<file path="src/rtl/keypad_pkg.sv">
package keypad_pkg;

    // Press tracker: ARMED = all lines last seen high, HELD = some line low
    typedef enum logic {
        ST_ARMED = 1'b0,
        ST_HELD  = 1'b1
    } kp_state_e;

    localparam int KP_MIN_SYNC = 2;

endpackage

</file>
<file path="src/rtl/keypad_sync.sv">
module keypad_sync #(
    parameter int W      = 8,
    parameter int STAGES = 2
) (
    input  logic         clk,
    input  logic         rst_n,
    input  logic [W-1:0] din,
    output logic [W-1:0] dout
);
    // Each bit gets its own flop chain, reset to the idle (high) level
    for (genvar b = 0; b < W; b++) begin : g_bit
        logic [STAGES-1:0] chain;

        always_ff @(posedge clk or negedge rst_n) begin
            if (!rst_n) begin
                chain <= {STAGES{1'b1}};
            end else begin
                chain <= {chain[STAGES-2:0], din[b]};
            end
        end

        assign dout[b] = chain[STAGES-1];
    end
endmodule

</file>
<file path="src/rtl/keypad_edge_fsm.sv">
module keypad_edge_fsm
    import keypad_pkg::*;
(
    input  logic      clk,
    input  logic      rst_n,
    input  logic      all_high,
    output logic      press,
    output kp_state_e state
);
    kp_state_e state_nx;

    // State register
    always_ff @(posedge clk or negedge rst_n) begin
        if (!rst_n) begin
            state <= ST_ARMED;
        end else begin
            state <= state_nx;
        end
    end

    // Next state and output
    always_comb begin
        state_nx = state;
        press    = 1'b0;
        unique case (state)
            ST_ARMED: begin
                if (!all_high) begin
                    state_nx = ST_HELD;   // press transition
                    press    = 1'b1;
                end
            end
            ST_HELD: begin
                if (all_high) begin
                    state_nx = ST_ARMED;  // release transition
                end
            end
        endcase
    end
endmodule

</file>
<file path="src/rtl/keypad_irq.sv">
module keypad_irq (
    input  logic clk,
    input  logic rst_n,
    input  logic press,
    input  logic ack,
    output logic pending
);
    // A press takes priority over an acknowledge on the same edge
    always_ff @(posedge clk or negedge rst_n) begin
        if (!rst_n) begin
            pending <= 1'b0;
        end else if (press) begin
            pending <= 1'b1;
        end else if (ack) begin
            pending <= 1'b0;
        end
    end
endmodule

</file>
<file path="src/rtl/keypad_port.sv">
module keypad_port
    import keypad_pkg::*;
#(
    parameter int              PIN_W       = 8,
    parameter int              DATA_W      = 16,
    parameter int              ADDR_W      = 8,
    parameter logic [ADDR_W-1:0] PORT_ADDR = 8'h28,
    parameter int              SYNC_STAGES = KP_MIN_SYNC
) (
    input  logic              clk,
    input  logic              rst_n,
    input  logic [PIN_W-1:0]  pin_i,
    input  logic [ADDR_W-1:0] bus_addr,
    input  logic              bus_rd,
    output logic [DATA_W-1:0] rd_data,
    input  logic              ctl_wr,
    input  logic              ctl_din,
    output logic              pullup_en,
    input  logic              irq_ack,
    output logic              irq_pending
);
    localparam int PAD_W = DATA_W - PIN_W;

    logic [PIN_W-1:0] sync_q;
    logic             all_high;
    logic             press;
    kp_state_e        state;
    logic             port_sel;

    keypad_sync #(.W(PIN_W), .STAGES(SYNC_STAGES)) u_sync (
        .clk   (clk),
        .rst_n (rst_n),
        .din   (pin_i),
        .dout  (sync_q)
    );

    assign all_high = &sync_q;

    keypad_edge_fsm u_fsm (
        .clk      (clk),
        .rst_n    (rst_n),
        .all_high (all_high),
        .press    (press),
        .state    (state)
    );

    keypad_irq u_irq (
        .clk     (clk),
        .rst_n   (rst_n),
        .press   (press),
        .ack     (irq_ack),
        .pending (irq_pending)
    );

    // Pullup enable control bit
    always_ff @(posedge clk or negedge rst_n) begin
        if (!rst_n) begin
            pullup_en <= 1'b0;
        end else if (ctl_wr) begin
            pullup_en <= ctl_din;
        end
    end

    // Read path, zero-extended
    assign port_sel = bus_rd && (bus_addr == PORT_ADDR);
    assign rd_data  = port_sel ? {{PAD_W{1'b0}}, sync_q} : '0;
endmodule

</file>
<file path="config.mk">
export PLATFORM = sky130hd
export DESIGN_NAME = keypad_port
export DESIGN_NICKNAME = d
export VERILOG_FILES = /design/src/rtl/keypad_pkg.sv /design/src/rtl/keypad_sync.sv /design/src/rtl/keypad_edge_fsm.sv /design/src/rtl/keypad_irq.sv /design/src/rtl/keypad_port.sv
export SDC_FILE = /design/constraint.sdc
export NUM_CORES = 1
export LEC_CHECK = 0
export ABC_AREA = 1
export BUFFER_PORTS_ARGS = -buffer_cell sky130_fd_sc_hd__buf_4
export CAP_MARGIN = 20
export CORE_MARGIN = 8
export CORE_UTILIZATION = 45
export CTS_BUF_LIST = sky130_fd_sc_hd__clkbuf_8
export CTS_CLUSTER_SIZE = 20
export DETAILED_ROUTE_END_ITERATION = 10
export PLACE_DENSITY_LB_ADDON = 0.12
export SLEW_MARGIN = 10
export SYNTH_ARGS = -nofsm -noshare
export SYNTH_HDL_FRONTEND = slang
export SYNTH_SLANG_ARGS = --single-unit
export TNS_END_PERCENT = 100
</file>
<file path="constraint.sdc">
create_clock -name clk -period 2.6 [get_ports clk]
set_input_delay 0.39 -clock clk [delete_from_list [all_inputs] [get_ports clk]]
set_output_delay 0.39 -clock clk [all_outputs]
set_load 0.01 [all_outputs]
</file>
==> results.json <==
{
  "tritoncts": "yes",
  "nets_final": 127,
  "worstPathRequired_ps": 2210,
  "mappedNetlistArea_um2": 732,
  "htree_levels": 1,
  "post-synth-top-area-fraction": 0.574,
  "timing.hold.worst_endpoint": "u_sync.g_bit[1].chain[0]$_DFF_PN1_",
  "die_width_um": 56.3,
  "yosys-top-cells-count": "sky130_fd_sc_hd__dfstp_2 (16), sky130_fd_sc_hd__inv_1 (15), sky130_fd_sc_hd__nand2_1 (11), sky130_fd_sc_hd__nor2_1 (11), sky130_fd_sc_hd__buf_4 (8)",
  "crit_type": "in2out",
  "grt_max_degree": 20,
  "run_status": "finished clean",
  "share_of_final_layout_standard_cells_stronger_than_drive_strength_1": 0.519,
  "synth_warnings": 0,
  "clock_path_buffers": 2,
  "finalSetupViolCount": 0,
  "path_clk_slew_ps": 60,
  "synth-async-reset-ratio": 1.00,
  "grt_pass1_wl_um": 2260,
  "insertion_delay_ps": 240,
  "synth_enable_flop_cells": 0,
  "min-delay-start": "pin_i[1]",
  "insertedDiodeCount": 0,
  "maxCapViolCount": 0,
  "initial_cell_density_of_the_core": 0.480,
  "critPathLaunchType": "input port",
  "hold_path.class": "in2reg",
  "io-pin-count": 40,
  "post-place-cells": 115,
  "total_power_uw": 561,
  "overflow": 0,
  "cp.arrival_ps": 1120,
  "post_layout_nonfiller_instances": 120,
  "numCtsBuffers": 3,
  "dieHeight_um": 56.3,
  "ant_nets": 0,
  "final-max-slew-violation-count": 0,
  "clockRootBuffer": "sky130_fd_sc_hd__clkbuf_8",
  "synth-main-ff-cell": "sky130_fd_sc_hd__dfstp_2",
  "coreArea_um2": 1520,
  "syn_inst": 69,
  "core.rowCount": 14,
  "synth_sequential_area_ratio": 0.677,
  "max_freq_mhz": 662,
  "peakVddDrop_uv": 385,
  "grt_pass1_vias": 527,
  "first_pass_iters": 2,
  "rsz_0062_raised_after_global_routing": "false",
  "route.vias.total": 496,
  "postSynthAreaPerCell_um2": 10.6,
  "peak_fanout_along_the_critical_path": 8,
  "post-route-drc-count": 0,
  "power.density_cell_area_nw_per_um2": 557,
  "cts_num_sinks": 19,
  "grt_util_all_layers": 0.0883,
  "worst_hold_path.num_cells": 1,
  "syn_to_final_growth_pct": 37.4,
  "final.setup.tns_ps": 0,
  "post-synth-top-count-cell": "sky130_fd_sc_hd__dfstp_2",
  "layout_worst_path_cycle_share": 0.581,
  "synth_area_leader_cell": "sky130_fd_sc_hd__dfstp_2",
  "buffers_on_ports": 31,
  "timing.clock.skew_ps": 0.866,
  "synth.lib_cells_used.distinct": 10,
  "reg2reg_setup_slack_ps": 1640,
  "leakage_uw": 0.000553,
  "finalHoldViolCount": 0,
  "worst_r2r_path_depth": 5,
  "worstSetupEndpointType": "output port",
  "antenna_found_initial": 0,
  "drt_wl_total_um": 1310,
  "routedWlPerCell_um": 10.9,
  "place.gp.congestion": 0.670,
  "worst_r2r_startpoint": "u_sync.g_bit[0].chain[1]$_DFF_PN1_",
  "ctsResizeCount": 0,
  "viasPerCell": 4.13,
  "drt_iter0_drc": 4,
  "postCtsHoldBufs": 1,
  "synth_area_leaders": "sky130_fd_sc_hd__dfstp_2 (57%), sky130_fd_sc_hd__dfrtp_1 (10%), sky130_fd_sc_hd__buf_4 (8.2%)",
  "post_cts_repair_timing_setup_buffer_count": 0,
  "ys_ff_latch": 19,
  "timing.rr.end": "u_irq.pending$_DFFE_PN0P_",
  "finalCriticalPeriod_ps": 1510,
  "dp.final_hpwl_um": 1110,
  "die_area_um2": 3170
}
[worst max path at each step]
stage / cells after the start / from / end / slack (ps)
3_5_place_dp: 7 / bus_addr[4] / rd_data[6] / 1080
2_1_floorplan: 5 / bus_addr[4] / rd_data[0] / 1330
4_1_cts: 7 / bus_addr[4] / rd_data[6] / 1070
3_3_place_gp: 7 / bus_addr[1] / rd_data[4] / 1090
6_report: 7 / bus_addr[4] / rd_data[6] / 1090
5_1_grt: 7 / bus_addr[4] / rd_data[6] / 1000
[through the flow]
step	hold slack, ps	utilization	cell area [µm²]	worst slack (ps)
2_1_floorplan	94.4	-	758	1330
3_3_place_gp	263	0.624	951	1090
3_5_place_dp	265	0.624	951	1080
4_1_cts	236	0.660	1010	1070
5_1_grt	235	0.660	1010	997
6_report	248	0.660	1010	1090
[routing by layer]
metal  up-vias  routed length (µm)  global-route usage
li1        246                   -                   -
met1       220                 483              0.0838
met2        28                 657               0.144
met3         2                 157              0.0449
met4         0                   8              0.0619
met5         -                   0                   0
[placed cells by master (no fill, tap or decap)]
cell                            count
sky130_fd_sc_hd__buf_4             31
sky130_fd_sc_hd__inv_1             16
sky130_fd_sc_hd__dfstp_2           16
sky130_fd_sc_hd__nand2_1           11
sky130_fd_sc_hd__nor2_1            11
sky130_fd_sc_hd__conb_1             8
sky130_fd_sc_hd__clkbuf_8           3
sky130_fd_sc_hd__dfrtp_1            3
sky130_fd_sc_hd__nor2_2             2
sky130_fd_sc_hd__nand3_2            1
sky130_fd_sc_hd__mux2_2             1
sky130_fd_sc_hd__dlygate4sd3_1      1
[cells by family (layout without fill, tap and decap cells)]
group | after synthesis | count (layout) | synth area share
and+or+nand+nor | 25 | 25 | 0.144
DFF | 19 | 19 | 0.677
buffers and inverters | 23 | 51 | 0.159
muxes | 1 | 1 | 0.0154
other | 1 | 8 | 0.00512
[sequential cells by signal, indices dropped and copies added (netlist names)]
register	count
u_irq.pending	1
u_sync.g_bit.chain	16
u_fsm.state	1
pullup_en	1
[power by group]
group | leakage (µW) | switching, µW | total, µW | internal (µW)
Sequential | 0.000203 | 5.61 | 326 | 320
Combinational | 0.000324 | 22.3 | 50.0 | 27.7
Clock | 0.0000269 | 80.5 | 185 | 104
Total | 0.000553 | 108 | 561 | 452
[critical path: stages]
cell	delay, ps
sky130_fd_sc_hd__buf_4	110
sky130_fd_sc_hd__inv_1	50
sky130_fd_sc_hd__nand2_1	50
sky130_fd_sc_hd__nor2_2	110
sky130_fd_sc_hd__nand3_2	140
sky130_fd_sc_hd__nor2_1	140
sky130_fd_sc_hd__buf_4	140
[cell type report]
cell class              count  area [µm²]
fillers                   133         518
flip-flops and latches     19         495
repair buffers             32         243
multi-input cells          34         146
inverters                  15        56.3
clock buffers               3        41.3
well taps                  16        20.0
clock inverters             1        3.75
No activity file was read; power rests on OpenSTA's default activity.
